===== config.mk =====
export PLATFORM = sky130hd
export DESIGN_NAME = tim_channel
export DESIGN_NICKNAME = d
export VERILOG_FILES = /design/src/rtl/tim_ch_pkg.sv /design/src/rtl/tim_ch_edge_sync.sv /design/src/rtl/tim_ch_value_reg.sv /design/src/rtl/tim_ch_pin_ctrl.sv /design/src/rtl/tim_channel.sv
export SDC_FILE = /design/constraint.sdc
export NUM_CORES = 1
export LEC_CHECK = 0
export ABC_AREA = 1
export CELL_PAD_IN_SITES_DETAIL_PLACEMENT = 1
export CELL_PAD_IN_SITES_GLOBAL_PLACEMENT = 2
export CORE_MARGIN = 10
export CORE_UTILIZATION = 37
export DETAILED_ROUTE_END_ITERATION = 6
export DONT_BUFFER_PORTS = 1
export PLACE_DENSITY_LB_ADDON = 0.12
export SETUP_SLACK_MARGIN = 0.4
export SLEW_MARGIN = 20
export SYNTH_ARGS = -nofsm -noshare
export SYNTH_HDL_FRONTEND = slang
export SYNTH_SLANG_ARGS = --single-unit

===== constraint.sdc =====
create_clock -name clk_i -period 3.74 [get_ports clk_i]
set_input_delay 0.935 -clock clk_i [delete_from_list [all_inputs] [get_ports clk_i]]
set_output_delay 0.935 -clock clk_i [all_outputs]
set_load 0.01 [all_outputs]

===== src/rtl/tim_ch_pkg.sv =====
package tim_ch_pkg;
  typedef enum logic [1:0] {
    ACT_NONE   = 2'b00,
    ACT_TOGGLE = 2'b01,
    ACT_CLEAR  = 2'b10,
    ACT_SET    = 2'b11
  } pin_act_e;

  typedef enum logic [1:0] {
    MODE_CAPTURE  = 2'b00,
    MODE_COMPARE  = 2'b01,
    MODE_BUFFERED = 2'b10
  } ch_mode_e;

  function automatic ch_mode_e decode_mode(logic [1:0] sel);
    if (sel[1])      return MODE_BUFFERED;
    else if (sel[0]) return MODE_COMPARE;
    else             return MODE_CAPTURE;
  endfunction
endpackage


===== src/rtl/tim_ch_edge_sync.sv =====
module tim_ch_edge_sync #(
  parameter int STAGES = 2
) (
  input  logic clk_i,
  input  logic rst_ni,
  input  logic in_i,
  output logic rise_o,
  output logic fall_o
);
  // STAGES sync flops plus one history flop
  logic [STAGES:0] sh_q;

  always_ff @(posedge clk_i or negedge rst_ni) begin
    if (!rst_ni) sh_q <= '0;
    else         sh_q <= {sh_q[STAGES-1:0], in_i};
  end

  assign rise_o = sh_q[STAGES-1] & ~sh_q[STAGES];
  assign fall_o = ~sh_q[STAGES-1] & sh_q[STAGES];
endmodule


===== src/rtl/tim_ch_value_reg.sv =====
module tim_ch_value_reg #(
  parameter int W = 16
) (
  input  logic         clk_i,
  input  logic         rst_ni,
  input  logic         buffered_i,
  input  logic         ovf_i,
  input  logic         wr_i,
  input  logic [W-1:0] wr_data_i,
  input  logic         cap_i,
  input  logic [W-1:0] cnt_i,
  output logic [W-1:0] val_o
);
  logic [W-1:0] shadow_q, val_q;

  always_ff @(posedge clk_i or negedge rst_ni) begin
    if (!rst_ni)   shadow_q <= '0;
    else if (wr_i) shadow_q <= wr_data_i;
  end

  always_ff @(posedge clk_i or negedge rst_ni) begin
    if (!rst_ni)         val_q <= '0;
    else if (cap_i)      val_q <= cnt_i;
    else if (buffered_i) begin
      if (ovf_i) val_q <= shadow_q;
    end
    else if (wr_i)       val_q <= wr_data_i;
  end

  assign val_o = val_q;

  p_buf_hold_r9: assert property (@(posedge clk_i) disable iff (!rst_ni)
    (buffered_i && !ovf_i && !cap_i) |=> $stable(val_q));

  p_capture_load_r2: assert property (@(posedge clk_i) disable iff (!rst_ni)
    cap_i |=> (val_q == $past(cnt_i)));
endmodule


===== src/rtl/tim_ch_pin_ctrl.sv =====
module tim_ch_pin_ctrl
  import tim_ch_pkg::*;
(
  input  logic     clk_i,
  input  logic     rst_ni,
  input  ch_mode_e mode_i,
  input  logic     preset_i,
  input  logic [1:0] act_sel_i,
  input  logic     tov_i,
  input  logic     max_i,
  input  logic     match_i,
  input  logic     ovf_i,
  output logic     pin_o,
  output logic     pin_oe_o
);
  pin_act_e act;
  logic     pin_q, max_eff_q, drive, force_hi;

  assign act   = pin_act_e'(act_sel_i);
  assign drive = (mode_i != MODE_CAPTURE) && (act != ACT_NONE);

  always_ff @(posedge clk_i or negedge rst_ni) begin
    if (!rst_ni)                 pin_q <= 1'b0;
    else if (act == ACT_NONE)    pin_q <= preset_i;
    else if (drive) begin
      if (ovf_i && tov_i)        pin_q <= ~pin_q;  // overflow wins
      else if (match_i) begin
        unique case (act)
          ACT_TOGGLE: pin_q <= ~pin_q;
          ACT_CLEAR:  pin_q <= 1'b0;
          ACT_SET:    pin_q <= 1'b1;
          default:    pin_q <= pin_q;
        endcase
      end
    end
  end

  // full-duty request takes effect at period boundaries only
  always_ff @(posedge clk_i or negedge rst_ni) begin
    if (!rst_ni)    max_eff_q <= 1'b0;
    else if (ovf_i) max_eff_q <= max_i;
  end

  assign force_hi = drive && max_eff_q && tov_i && (act == ACT_CLEAR);
  assign pin_o    = force_hi | pin_q;
  assign pin_oe_o = drive;

  p_preset_r1: assert property (@(posedge clk_i) disable iff (!rst_ni)
    (act_sel_i == 2'b00) |=> (pin_q == $past(preset_i)));

  p_clear_match_r4: assert property (@(posedge clk_i) disable iff (!rst_ni)
    (drive && match_i && !(ovf_i && tov_i) && act_sel_i == 2'b10) |=> !pin_q);

  p_ovf_toggle_r5: assert property (@(posedge clk_i) disable iff (!rst_ni)
    (drive && ovf_i && tov_i) |=> (pin_q != $past(pin_q)));

  p_capture_hold_r6: assert property (@(posedge clk_i) disable iff (!rst_ni)
    (mode_i == MODE_CAPTURE && act_sel_i != 2'b00) |=> $stable(pin_q));

  p_max_latch_r7: assert property (@(posedge clk_i) disable iff (!rst_ni)
    !ovf_i |=> $stable(max_eff_q));
endmodule


===== src/rtl/tim_channel.sv =====
module tim_channel
  import tim_ch_pkg::*;
#(
  parameter int W           = 16,
  parameter int SYNC_STAGES = 2
) (
  input  logic         clk_i,
  input  logic         rst_ni,
  input  logic [W-1:0] cnt_i,
  input  logic         ovf_i,
  input  logic [1:0]   mode_sel_i,
  input  logic [1:0]   act_sel_i,
  input  logic         ovf_toggle_i,
  input  logic         full_duty_i,
  input  logic         val_wr_i,
  input  logic [W-1:0] val_wdata_i,
  input  logic         flag_clr_i,
  input  logic         cap_pin_i,
  output logic         pin_o,
  output logic         pin_oe_o,
  output logic         flag_o,
  output logic [W-1:0] val_o
);
  ch_mode_e     mode;
  logic         rise, fall, cap_evt, match, flag_q;
  logic [W-1:0] val;

  assign mode = decode_mode(mode_sel_i);

  tim_ch_edge_sync #(.STAGES(SYNC_STAGES)) u_sync (
    .clk_i  (clk_i),
    .rst_ni (rst_ni),
    .in_i   (cap_pin_i),
    .rise_o (rise),
    .fall_o (fall)
  );

  assign cap_evt = (mode == MODE_CAPTURE) &&
                   ((act_sel_i[0] && rise) || (act_sel_i[1] && fall));
  assign match   = (mode != MODE_CAPTURE) && (cnt_i == val);

  tim_ch_value_reg #(.W(W)) u_val (
    .clk_i      (clk_i),
    .rst_ni     (rst_ni),
    .buffered_i (mode == MODE_BUFFERED),
    .ovf_i      (ovf_i),
    .wr_i       (val_wr_i),
    .wr_data_i  (val_wdata_i),
    .cap_i      (cap_evt),
    .cnt_i      (cnt_i),
    .val_o      (val)
  );

  tim_ch_pin_ctrl u_pin (
    .clk_i     (clk_i),
    .rst_ni    (rst_ni),
    .mode_i    (mode),
    .preset_i  (~mode_sel_i[0]),
    .act_sel_i (act_sel_i),
    .tov_i     (ovf_toggle_i),
    .max_i     (full_duty_i),
    .match_i   (match),
    .ovf_i     (ovf_i),
    .pin_o     (pin_o),
    .pin_oe_o  (pin_oe_o)
  );

  always_ff @(posedge clk_i or negedge rst_ni) begin
    if (!rst_ni)                flag_q <= 1'b0;
    else if (cap_evt || match)  flag_q <= 1'b1;
    else if (flag_clr_i)        flag_q <= 1'b0;
  end

  assign flag_o = flag_q;
  assign val_o  = val;

  p_flag_sticky_r10: assert property (@(posedge clk_i) disable iff (!rst_ni)
    (flag_o && !flag_clr_i) |=> flag_o);

  p_flag_event_r10: assert property (@(posedge clk_i) disable iff (!rst_ni)
    (cap_evt || match) |=> flag_o);

  p_capture_no_drive_r6: assert property (@(posedge clk_i) disable iff (!rst_ni)
    (mode_sel_i == 2'b00) |-> !pin_oe_o);
endmodule


---- Word-level counts from Yosys, hierarchy flattened ----
Cells that the tools add are included.
operators by class
  equality and inequality tests ........... 6
  multiplexer cells ....................... 13
  bitwise logic cells ..................... 7
  reductions and logical operators ........ 22
operators by type and width
  kind                                                 count
  2-to-1 mux 16 bit                                    4
  equality test 16 bit                                 1
  logical AND 1 bit                                    9
  nonzero test 2 bit                                   4
  2-to-1 mux 1 bit                                     7
  equality test 2 bit, second input constant           3
  nonzero test 3 bit                                   2
  nonzero test 5 bit                                   1
  zero test 2 bit                                      2
  inverter 1 bit                                       4
  != test 3 bit, second input constant                 1
  one-hot mux 1 bit (3 select lines)                   1
  AND reduction 3 bit                                  1
  AND 1 bit                                            2
  equality test 2 x 1 -> 1 bit, second input constant  1
  logical OR 1 bit                                     2
  2-to-1 mux 2 bit                                     1
  AND reduction 2 bit                                  1
  bitwise OR 1 bit                                     1
storage, ports and cells
  bits in registers ....................... 38
  bits of input ports ..................... 44
  word-level logic and storage cells ...... 54

---- Depth between registers and ports, before layout ----
  depth in word-level cells ............... 8
  gate-level depth with buffers ........... 11

---- Cells and area by module ----
From an unflattened synthesis, not the netlist that was laid out.
second synthesis, totals
  cell total of the unflattened synthesis .. 329
  area, all modules ....................... 2,534.9 um2
by module, submodules not included
  module            times used  cells an instance  area an instance (um2)  seq. area each (um2)
  tim_ch_value_reg  1           178                1,726.7                 800.8
  tim_channel       1           114                505.5                   25.0
  tim_ch_pin_ctrl   1           30                 212.7                   50.0
  tim_ch_edge_sync  1           7                  90.1                    75.1

---- Worst setup path after synthesis ----
Ideal clock, no wire load.
  kind .................................... input port to output port
  from .................................... input port mode_sel_i[1]
  to ...................................... output port pin_o
  arrival ................................. 1.406 ns
  required time ........................... 2.805 ns
  path slack .............................. 1.399 ns
  cell stages on the path ................. 5
  cells stage by stage .................... buf_6 inv_6 nand2_8 inv_6 o21bai_1
on the way
  word-level cells in the longest chain between the ends .. 7
RTL lines
  what                            RTL line               source
  start: declaration              tim_channel.sv:11      input logic [1:0] mode_sel_i,
  2-to-1 mux 2 bit                tim_ch_pkg.sv:16       if (sel[1]) return MODE_BUFFERED;
  nonzero test 2 bit              tim_ch_pin_ctrl.sv:20  assign drive = (mode_i != MODE_CAPTURE) && (act != ACT_NONE);
  logical AND 1 bit               tim_ch_pin_ctrl.sv:20
  logical AND 1 bit (3 in a row)  tim_ch_pin_ctrl.sv:44  assign force_hi = drive && max_eff_q && tov_i && (act == ACT_CLEAR);
  bitwise OR 1 bit                tim_ch_pin_ctrl.sv:45  assign pin_o = force_hi | pin_q;
  end: declaration                tim_channel.sv:19      output logic pin_o,
Every way passes these cells.

---- Worst setup path in the final report ----
  from .................................... input port mode_sel_i[0]
  to ...................................... output port pin_o
on the way
  word-level cells in the longest chain between the ends .. 8
RTL lines
  what                            RTL line               source
  2-to-1 mux 1 bit                tim_ch_pkg.sv:17       else if (sel[0]) return MODE_COMPARE;
  2-to-1 mux 2 bit                tim_ch_pkg.sv:16
  nonzero test 2 bit              tim_ch_pin_ctrl.sv:20
  logical AND 1 bit               tim_ch_pin_ctrl.sv:20
  logical AND 1 bit (3 in a row)  tim_ch_pin_ctrl.sv:44
  bitwise OR 1 bit                tim_ch_pin_ctrl.sv:45
Every way passes these cells.

==> results.sh <==
export IMPL_n_antenna_cell=0
export IMPL_ant_nets=0
export IMPL_synthesis_area_um2=2210
export IMPL_drv_slew=0
export IMPL_crit_fanout=4
export IMPL_gp_congestion=0.772
export IMPL_cp_arrival_ps=1340
export IMPL_crit_chain="inv_2 -> nand2_8 -> inv_6 -> o21bai_1"
export IMPL_initial_utilization_pct=37.8
export IMPL_grt_pass1_wl_mm=9.89
export IMPL_period_share_pct=60.7
export IMPL_vias=1758
export IMPL_cts_clk_slew_worst_paths_ps=80
export IMPL_post_cts_buffers=0
export IMPL_cp_required_ps=2800
export IMPL_insertion_delay_ps=290
export IMPL_dpl_hpwl_mm=4.52
export IMPL_power_density_nw_per_um2=449
export IMPL_drc=0
export IMPL_tns_ps=0
export IMPL_post_cts_resized=0
export IMPL_fmax_mhz=440
export IMPL_cp_num_buf_inv=2
export IMPL_holdBufCountCts=0
export IMPL_final_common_cell="nand2_1"
export IMPL_antenna_found_initial=0
export IMPL_finClkSkew_ps=2.20
export IMPL_final_min_clock_period_ps=2270
export IMPL_grt_use_total_pct=12.8
export IMPL_synthesis_nets=334
export IMPL_async_reset_ff_share_pct=100
export IMPL_final_hold_viol_count=0
export IMPL_syn_inst=290
export IMPL_slew_headroom_pct=53.9
export IMPL_nNetsFinal=329
export IMPL_nFillCells=733
export IMPL_layout_common_cells="nand2_1, inv_1, dfrtp_1, o21ai_0, nand3_1"
export IMPL_die_h_um=97.3
export IMPL_rows=28
export IMPL_synth_distinct_cells=30
export IMPL_seq_area_um2=951
export IMPL_cts_sink_count=38
export IMPL_ys_warn_count=0
export IMPL_leakage_nw=1.15
export IMPL_pin_count=63
export IMPL_gr_total_overflow=0
export IMPL_rsz0062_at_grt="no"
export IMPL_whs_ps=325
export IMPL_cts_buffers_inserted=5
export IMPL_avgSynthCellArea_um2=7.62
export IMPL_setup_violations=0
export IMPL_core_area_um2=5850
export IMPL_cts_root_buffer="clkbuf_8"
export IMPL_drt_vias_per_instance=4.87
export IMPL_crit_path_max_incr_delay_ps=250
export IMPL_grt_pass1_vias=1843
export IMPL_end_kind="primary output"
export IMPL_drive_above_1_share_pct=11.2
export IMPL_cp_depth=4
export IMPL_worstSetupStartpointType="input pin"
export IMPL_port_buffers=0
export IMPL_die_area_um2=9460
export IMPL_ys_seq_area_share_pct=43.0
export IMPL_crit_type="in -> out"
export IMPL_hold_class="in -> async"
export IMPL_cts_tree="done"
export IMPL_max_cap_violations=0
export IMPL_worst_pin_slew_ps=691
export IMPL_postRouteWirelength_mm=5.89
export IMPL_path_delay_family="compound AO/OA/AOI/OAI gates"
export IMPL_synthFlopType="dfrtp_1"
export IMPL_status="completed"
export IMPL_grt_max_degree=39
export IMPL_cts_max_path_buffers=2
export IMPL_synth_edff_count=0
export IMPL_die_x_um=97.3
export IMPL_reg2regPathDepth=3
export IMPL_irDropWorstVdd_mv=0.233
export IMPL_ys_seq_elements=38
export IMPL_cts_max_level=2
export IMPL_slowest_stage="o21bai_1"
export IMPL_multi_input_area_um2=985
export IMPL_first_pass_iters=3
export IMPL_drt_iter0_markers=59
export IMPL_area_growth_pct=5.44
export IMPL_routedWlPerCell_um=16.3
-- synthesized netlist by cell type (4+ instances only) --
cell type,instances,area share [%]
inv_1,45,7.6
clkbuf_1,4,0.68
dfrtp_1,38,43
o21ai_1,16,3.6
a21oi_1,9,2.0
o21ai_0,34,7.7
buf_2,4,0.91
nor2_1,10,1.7
nand2_1,76,13
nand3_1,18,4.1
a21oi_2,10,4.0
buf_6,4,2.0
-- cells by family (layout without fill, tap and decap cells) --
family	count (synthesis)	count (layout)	synth area share, %
AOI/OAI and AO/OA	74	74	20.1
muxes	1	1	0.510
xor gates and xnor gates	3	3	1.19
and+or+nand+nor	113	113	22.8
DFF	38	38	43.0
buffers and inverters	61	57	12.4
-- sequential cells by signal, indices dropped and copies added (netlist names) --
name,cells
flag_o,1
u_pin.max_eff_q,1
u_pin.pin_q,1
u_sync.sh_q,3
u_val.shadow_q,16
u_val.val_o,16
-- worst paths after layout --
check                                    startpoint                              to  slack [ps]
max                                   mode_sel_i[0]                           pin_o        1470
min                                          rst_ni  u_val.shadow_q[12]$_DFFE_PN0P_         320
max reg2reg                u_sync.sh_q[1]$_DFF_PN0_      u_val.val_o[5]$_DFFE_PN0P_        2210
min reg2reg                u_sync.sh_q[0]$_DFF_PN0_        u_sync.sh_q[1]$_DFF_PN0_         360
max in group asynchronous                    rst_ni         u_pin.pin_q$_DFFE_PN0P_        3330
min in group clk_i         u_sync.sh_q[0]$_DFF_PN0_        u_sync.sh_q[1]$_DFF_PN0_         360
-- per-stage QoR --
| step | util [%] | power, mW | setup slack [ps] | std cells | cell area, um^2 |
|---|---|---|---|---|---|
| after floorplan | - | 0.673 | 1400 | 290 | 2210 |
| after global placement | 38.0 | 0.701 | 1470 | 353 | 2220 |
| after detailed placement | 38.0 | 0.709 | 1460 | 353 | 2220 |
| after CTS | 39.8 | 1.07 | 1460 | 361 | 2330 |
| after global routing | 39.8 | 1.12 | 1450 | 361 | 2330 |
| final | 39.8 | 1.05 | 1470 | 361 | 2330 |
-- report_power, final --
group | internal (mW) | total [mW] | leakage (nW) | switching, mW
logic | 0.0707 | 0.182 | 0.657 | 0.111
clock network | 0.200 | 0.350 | 0.0524 | 0.151
registers | 0.460 | 0.514 | 0.442 | 0.0535
-- routing by layer --
metal / share of wire (%) / wire, um / track usage [%]
met5: 0 / 0 / 0
met4: 1.3 / 77 / 4.03
met3: 8.6 / 509 / 6.12
met2: 43 / 2560 / 18.1
met1: 47 / 2740 / 16.6
-- cell type report --
type / count / share of cell area [%]
clock inverters: 1 / 1.29
well taps: 75 / 4.03
clock buffers: 7 / 3.28
inverters: 49 / 8.32
flip-flops and latches: 38 / 40.8
multi-input cells: 191 / 42.3
Power figures use the tool's default switching activity.
